[src/rtl/can_err_pkg.sv]
package can_err_pkg;

    typedef enum logic [3:0] {
        FLD_IDLE     = 4'd0,
        FLD_ARB      = 4'd1,
        FLD_DATA     = 4'd2,
        FLD_CRC      = 4'd3,
        FLD_CRC_DEL  = 4'd4,
        FLD_ACK_SLOT = 4'd5,
        FLD_ACK_DEL  = 4'd6,
        FLD_EOF      = 4'd7,
        FLD_ERRFRM   = 4'd8
    } fld_e;

    typedef struct packed {
        logic bit_e;
        logic stuff_e;
        logic crc_e;
        logic form_e;
        logic ack_e;
    } err_s;

    // Fields subject to bit stuffing
    function automatic logic in_stuff_region(fld_e f);
        return (f == FLD_ARB) || (f == FLD_DATA) || (f == FLD_CRC);
    endfunction

    // Fields whose level is fixed recessive
    function automatic logic fixed_recessive(fld_e f);
        return (f == FLD_CRC_DEL) || (f == FLD_ACK_DEL) || (f == FLD_EOF);
    endfunction

    // Fields the computed CRC covers
    function automatic logic crc_covered(fld_e f);
        return (f == FLD_ARB) || (f == FLD_DATA);
    endfunction

endpackage

[src/rtl/can_destuff.sv]
module can_destuff #(
    parameter int RUN_MAX = 5
) (
    input  logic clk,
    input  logic rst,
    input  logic stb,
    input  logic rxb,
    input  logic in_reg,
    output logic data_vld,
    output logic sof,
    output logic stuff_err
);
    localparam int RW = $clog2(RUN_MAX + 1);

    logic          prev_in;
    logic [RW-1:0] run_len;
    logic          last_lvl;
    logic          first_bit;
    logic          stuff_pos;

    always_comb begin
        first_bit = in_reg && !prev_in;
        stuff_pos = in_reg && prev_in && (run_len == RW'(RUN_MAX));
        sof       = stb && first_bit;
        data_vld  = stb && in_reg && !stuff_pos;
        stuff_err = stb && stuff_pos && (rxb == last_lvl);
    end

    always_ff @(posedge clk) begin
        if (rst) begin
            prev_in  <= 1'b0;
            run_len  <= '0;
            last_lvl <= 1'b1;
        end else if (stb) begin
            prev_in <= in_reg;
            if (in_reg) begin
                if (first_bit || stuff_pos || (rxb != last_lvl)) begin
                    run_len  <= RW'(1);
                    last_lvl <= rxb;
                end else begin
                    run_len <= run_len + RW'(1);
                end
            end
        end
    end
endmodule

[src/rtl/can_crc_chk.sv]
module can_crc_chk #(
    parameter int             CRC_W    = 15,
    parameter logic [CRC_W-1:0] CRC_POLY = 15'h4599
) (
    input  logic clk,
    input  logic rst,
    input  logic dvld,
    input  logic sof,
    input  logic rxb,
    input  logic crc_fld,
    input  logic cover_fld,
    output logic crc_err
);
    localparam int CW = $clog2(CRC_W + 1);

    logic [CRC_W-1:0] calc_q, rxval_q;
    logic [CW-1:0]    cnt_q;
    logic [CRC_W-1:0] calc_base, rx_base, calc_nxt, rx_nxt;
    logic [CW-1:0]    cnt_base;

    function automatic logic [CRC_W-1:0] crc_step(logic [CRC_W-1:0] c, logic b);
        logic [CRC_W-1:0] s;
        s = {c[CRC_W-2:0], 1'b0};
        if (b ^ c[CRC_W-1]) s = s ^ CRC_POLY;
        return s;
    endfunction

    always_comb begin
        calc_base = sof ? '0 : calc_q;
        rx_base   = sof ? '0 : rxval_q;
        cnt_base  = sof ? '0 : cnt_q;
        calc_nxt  = crc_step(calc_base, rxb);
        rx_nxt    = {rx_base[CRC_W-2:0], rxb};
        crc_err   = dvld && crc_fld && (cnt_base == CW'(CRC_W - 1)) && (rx_nxt != calc_base);
    end

    always_ff @(posedge clk) begin
        if (rst) begin
            calc_q  <= '0;
            rxval_q <= '0;
            cnt_q   <= '0;
        end else if (dvld) begin
            calc_q  <= cover_fld ? calc_nxt : calc_base;
            rxval_q <= rx_base;
            cnt_q   <= cnt_base;
            if (crc_fld && (cnt_base < CW'(CRC_W))) begin
                rxval_q <= rx_nxt;
                cnt_q   <= cnt_base + CW'(1);
            end
        end
    end
endmodule

[src/rtl/can_field_chk.sv]
module can_field_chk
    import can_err_pkg::*;
(
    input  logic stb,
    input  fld_e fld,
    input  logic rxb,
    input  logic txb,
    input  logic tx_active,
    output logic bit_err,
    output logic form_err,
    output logic ack_err
);
    logic overridden;

    always_comb begin
        // recessive sent, dominant read: allowed in arbitration and ack slot
        overridden = txb && !rxb && ((fld == FLD_ARB) || (fld == FLD_ACK_SLOT));
        bit_err    = stb && tx_active && (rxb != txb) && !overridden;
        form_err   = stb && fixed_recessive(fld) && !rxb;
        ack_err    = stb && tx_active && (fld == FLD_ACK_SLOT) && rxb;
    end
endmodule

[src/rtl/can_err_detect.sv]
module can_err_detect
    import can_err_pkg::*;
#(
    parameter int               RUN_MAX  = 5,
    parameter int               CRC_W    = 15,
    parameter logic [CRC_W-1:0] CRC_POLY = 15'h4599
) (
    input  logic       clk,
    input  logic       rst,
    input  logic       bit_stb,
    input  logic       rx_bit,
    input  logic       tx_bit,
    input  logic       tx_active,
    input  logic [3:0] field,
    output logic       err_bit,
    output logic       err_stuff,
    output logic       err_crc,
    output logic       err_form,
    output logic       err_ack
);
    fld_e fld;
    logic data_vld, sof;
    err_s err_d, err_q;

    assign fld = fld_e'(field);

    can_destuff #(.RUN_MAX(RUN_MAX)) u_destuff (
        .clk      (clk),
        .rst      (rst),
        .stb      (bit_stb),
        .rxb      (rx_bit),
        .in_reg   (in_stuff_region(fld)),
        .data_vld (data_vld),
        .sof      (sof),
        .stuff_err(err_d.stuff_e)
    );

    can_crc_chk #(.CRC_W(CRC_W), .CRC_POLY(CRC_POLY)) u_crc (
        .clk      (clk),
        .rst      (rst),
        .dvld     (data_vld),
        .sof      (sof),
        .rxb      (rx_bit),
        .crc_fld  (fld == FLD_CRC),
        .cover_fld(crc_covered(fld)),
        .crc_err  (err_d.crc_e)
    );

    can_field_chk u_fixed (
        .stb      (bit_stb),
        .fld      (fld),
        .rxb      (rx_bit),
        .txb      (tx_bit),
        .tx_active(tx_active),
        .bit_err  (err_d.bit_e),
        .form_err (err_d.form_e),
        .ack_err  (err_d.ack_e)
    );

    always_ff @(posedge clk) begin
        if (rst)          err_q <= '0;
        else if (bit_stb) err_q <= err_d;
        else              err_q <= '0;
    end

    assign err_bit   = err_q.bit_e;
    assign err_stuff = err_q.stuff_e;
    assign err_crc   = err_q.crc_e;
    assign err_form  = err_q.form_e;
    assign err_ack   = err_q.ack_e;
endmodule

[config.mk]
export PLATFORM = sky130hd
export DESIGN_NAME = can_err_detect
export DESIGN_NICKNAME = d
export VERILOG_FILES = /design/src/rtl/can_err_pkg.sv /design/src/rtl/can_destuff.sv /design/src/rtl/can_crc_chk.sv /design/src/rtl/can_field_chk.sv /design/src/rtl/can_err_detect.sv
export SDC_FILE = /design/constraint.sdc
export NUM_CORES = 1
export LEC_CHECK = 0
export ABC_CLOCK_PERIOD_IN_PS = 2400
export BUFFER_PORTS_ARGS = -buffer_cell sky130_fd_sc_hd__buf_2
export CORE_ASPECT_RATIO = 1.5
export CORE_MARGIN = 2
export CORE_UTILIZATION = 25
export CTS_CLUSTER_SIZE = 28
export DETAILED_ROUTE_END_ITERATION = 8
export PLACE_DENSITY = 0.42
export SETUP_SLACK_MARGIN = 0.05
export SYNTH_ARGS = -nofsm -noshare
export SYNTH_HDL_FRONTEND = slang
export SYNTH_SLANG_ARGS = --single-unit
[constraint.sdc]
create_clock -name clk -period 2.4 [get_ports clk]
set_input_delay 0.48 -clock clk [delete_from_list [all_inputs] [get_ports clk]]
set_output_delay 0.48 -clock clk [all_outputs]
set_load 0.02 [all_outputs]
==> flow_metrics.py <==
metrics = {
    "synthesis": {
        "synth-simple-area-share_pct": 24.1,
        "synth_top_family_by_area": "simple AND/OR/NAND/NOR gates",
        "synth_fp_nets": 274,
        "synth.cell_area_um2": 2230,
        "synth-compound-area-share_pct": 20.4,
        "synth-seq-cells": 43,
        "ys_top_cells_by_count": "43 x sky130_fd_sc_hd__dfxtp_1, 42 x sky130_fd_sc_hd__nor2_1, 22 x sky130_fd_sc_hd__a22oi_1",
        "synthXorXnorAreaFrac_pct": 7.48,
        "syn-mean-instance-area_um2": 8.59,
        "synth-adder-area-share_pct": 2.81,
        "synth_top_flop_cell": "sky130_fd_sc_hd__dfxtp_1",
        "netlist_top_cells_area": "sky130_fd_sc_hd__dfxtp_1 39%, sky130_fd_sc_hd__a22oi_1 7.4%, sky130_fd_sc_hd__nor2_1 7.1%",
        "share_of_synthesized_area_spent_on_multiplexers_pct": 0,
        "synth_top_area_cell": "sky130_fd_sc_hd__dfxtp_1",
        "ys_async_sr_fraction_pct": 0,
        "synth_cell_types": 47,
        "edff_count_synth": 0,
        "post_synth_inst_count": 259,
        "post_synth_top_area_share_pct": 38.7,
        "synth_sequential_area_ratio_pct": 38.7,
        "synth_warnings": 0,
        "synthMostInstantiatedCell": "sky130_fd_sc_hd__dfxtp_1",
    },
    "finish": {
        "final_net_count": 293,
        "final_layout_size_suffix_gt1_share_pct": 16.1,
        "fill_cells": 975,
        "ant_diodes": 0,
        "multiInputGateArea_um2": 1220,
        "area_growth_syn_to_layout_pct": 15.9,
        "area_taken_by_flip_flops_and_latches_um2": 861,
        "finish.instance_area_um2": 2580,
        "final_core_util_pct": 29.6,
        "layoutNonFillerInstCount": 389,
    },
    "sta": {
        "worst_slew_pin_slew_ns": 0.536,
        "clock_skew_ns": 0.00427,
        "timing.fmax_mhz": 484,
        "post-route-min-period_ns": 2.07,
        "totalNegativeSetupSlack_ns": 0,
        "timing.final.setup_violations": 0,
        "unrepaired_setup_endpoints_after_global_routing": "false",
        "finalHoldViolations": 0,
        "hold_ws_ns": 0.467,
        "layout_setup_ws_ns": 0.334,
        "drv_slew": 0,
        "post-route-period-util_pct": 86.1,
        "maxSlewHeadroom_pct": 64.3,
    },
    "power_and_ir_drop": {
        "vdd_drop_max_mv": 0.277,
        "post-layout-total-power_mw": 1.56,
        "power.static_leakage_nw": 0.957,
        "power_per_cell_area_nw_per_um2": 605,
    },
    "place": {
        "dp.cells": 381,
        "place_congestion": 0.832,
        "place_ws_ns": 0.0318,
        "dp.final_hpwl_um": 4290,
        "postPlaceCellArea_um2": 2430,
        "port_buf_inserts": 14,
    },
    "worst_setup_path": {
        "timing.critical_path.arrival_ns": 2.29,
        "critical_path.endpoint_type": "flip-flop",
        "critical_path.slowest_cell": "sky130_fd_sc_hd__nor2_2",
        "timing.critical_path.slowest_cell_delay_ns": 0.47,
        "crit_type": "reg -> reg",
        "critical_path.top_delay_family": "simple AND/OR/NAND/NOR gates",
        "critical_path.cell_chain": "nor2b_4 -> nand3_2 -> and2_1 -> ha_1 -> nand3_1 -> nand4_1 -> nor2_2 -> a22oi_1 -> nor2_1",
        "critical_path_required_ns": 2.63,
        "path_max_fanout": 13,
        "worst-path-buf-inv": 0,
        "worst_setup_path_start_kind": "flip-flop",
    },
    "run_status": {
        "run_status": "complete, no violations",
    },
    "clock_tree": {
        "cts_sinks": 43,
        "cts_max_level": 2,
        "tritoncts_clock_tree": "yes",
        "clk_latency_ns": 0.29,
        "clk_path_buf_depth": 2,
        "cts-buffers-inserted": 5,
        "cts.hold.buffers_added": 0,
        "post-cts-setup-buffer-count": 0,
        "cts.repair.resized": 0,
        "clock-root-buffer": "sky130_fd_sc_hd__clkbuf_16",
        "clkTransAtPathRegs_ns": 0.07,
    },
    "drt": {
        "antenna_violating_nets_post_route": 0,
        "met3WireLength_um": 126,
        "routedLengthMet1_um": 2350,
        "vias": 1905,
        "avgViaCountPerCell": 4.90,
        "dr.pass1.iters": 4,
        "post_dr_wirelength_cell_um": 14.8,
        "top_layer_used": "met4",
        "drc_errors": 0,
        "totalWireLength_um": 5740,
        "drt-initial-drc-count": 138,
        "detailroute.wirelength.met2_um": 3150,
    },
    "floorplan": {
        "initial_core_util_pct": 25.5,
        "die_width_um": 81.0,
        "vertical_extent_of_the_die_um": 120,
        "io_pins": 15,
        "fp-row-count": 42,
        "coreArea_um2": 8720,
        "die_area_um2": 9690,
    },
    "global_routing": {
        "grt_max_degree": 28,
        "grt_first_pass_wirelength_um": 9550,
        "antenna_violations_before_repair": 0,
        "grt_ovf": 0,
        "number_of_global_route_vias_before_repair": 1960,
        "grtUsageTotal_pct": 12.9,
    },
    "worst_hold_path": {
        "holdCritPathClass": "in -> reg",
    },
    "flow_run": {
        "maxCapViolations": 0,
    },
}
[registers in the layout, summed over array words and instances, names as in the netlist]
register	flops
u_destuff.prev_in	1
err_form	1
u_destuff.last_lvl	1
err_ack	1
u_crc.rxval_q	14
err_crc	1
u_crc.calc_q	15
err_stuff	1
u_destuff.run_len	3
err_bit	1
u_crc.cnt_q	4
[power by group]
group	internal [mW]	switching (mW)	total (mW)	leakage (nW)
combinational	0.0494	0.0826	0.132	0.540
sequential	0.720	0.00980	0.730	0.347
clock	0.389	0.309	0.698	0.0700
[metal layers]
layer / vias up / track usage (%)
met3: 6 / 2.26
met5: - / 0
met4: 0 / 5.83
met1: 908 / 13.9
met2: 24 / 23.7
li1: 967 / -
[worst paths after layout]
path / start / end / slack (ns) / cells past startpoint
worst max register to register: u_destuff.prev_in$_SDFFE_PP0P_ / u_crc.rxval_q[1]$_SDFFE_PP0N_ / 0.33 / 9
worst min-delay path: tx_bit / err_bit$_SDFF_PP0_ / 0.47 / 3
worst max-delay path: u_destuff.prev_in$_SDFFE_PP0P_ / u_crc.rxval_q[1]$_SDFFE_PP0N_ / 0.33 / 9
worst min register to register: u_destuff.last_lvl$_SDFFE_PP1P_ / u_destuff.last_lvl$_SDFFE_PP1P_ / 0.49 / 1
[cells by family (layout without fill, tap and decap cells)]
kind of cell / count (synthesis) / after routing
compound gates: 62 / 62
flops: 43 / 43
fa+ha+maj: 5 / 5
xor+xnor: 19 / 19
buf+inv: 25 / 45
simple gates: 105 / 105
[worst register-to-register path, stage by stage, from the launching register on]
cell	delay, ns
sky130_fd_sc_hd__dfxtp_1	0.33
sky130_fd_sc_hd__nor2b_4	0.13
sky130_fd_sc_hd__nand3_2	0.11
sky130_fd_sc_hd__and2_1	0.20
sky130_fd_sc_hd__ha_1	0.21
sky130_fd_sc_hd__nand3_1	0.11
sky130_fd_sc_hd__nand4_1	0.15
sky130_fd_sc_hd__nor2_2	0.47
sky130_fd_sc_hd__a22oi_1	0.18
sky130_fd_sc_hd__nor2_1	0.12
[layout make-up]
type                       count  area share [%]
multi-input combinational    191            47.2
sequential                    43            33.4
timing repair buffer          29            7.08
tap                          110            5.33
clock buffer                   5            4.85
inverter                       8            1.16
clock inverter                 3           0.970
[cells in the final DEF, fill, tap and decap left out, types with 4 or more instances in the layout]
| master | count |
|---|---|
| sky130_fd_sc_hd__dfxtp_1 | 43 |
| sky130_fd_sc_hd__nor2_1 | 42 |
| sky130_fd_sc_hd__a22oi_1 | 22 |
| sky130_fd_sc_hd__nand3_1 | 15 |
| sky130_fd_sc_hd__buf_4 | 15 |
| sky130_fd_sc_hd__buf_2 | 14 |
| sky130_fd_sc_hd__nand2_1 | 11 |
| sky130_fd_sc_hd__xnor2_1 | 11 |
| sky130_fd_sc_hd__inv_1 | 8 |
| sky130_fd_sc_hd__xor2_1 | 8 |
| sky130_fd_sc_hd__a21oi_1 | 8 |
| sky130_fd_sc_hd__o21ai_0 | 8 |
| sky130_fd_sc_hd__nor3_1 | 7 |
| sky130_fd_sc_hd__a31oi_1 | 6 |
| sky130_fd_sc_hd__nand4_1 | 5 |
| sky130_fd_sc_hd__ha_1 | 5 |
| sky130_fd_sc_hd__clkbuf_16 | 5 |
| sky130_fd_sc_hd__and3_1 | 4 |
No activity file was read; power rests on OpenSTA's default activity.
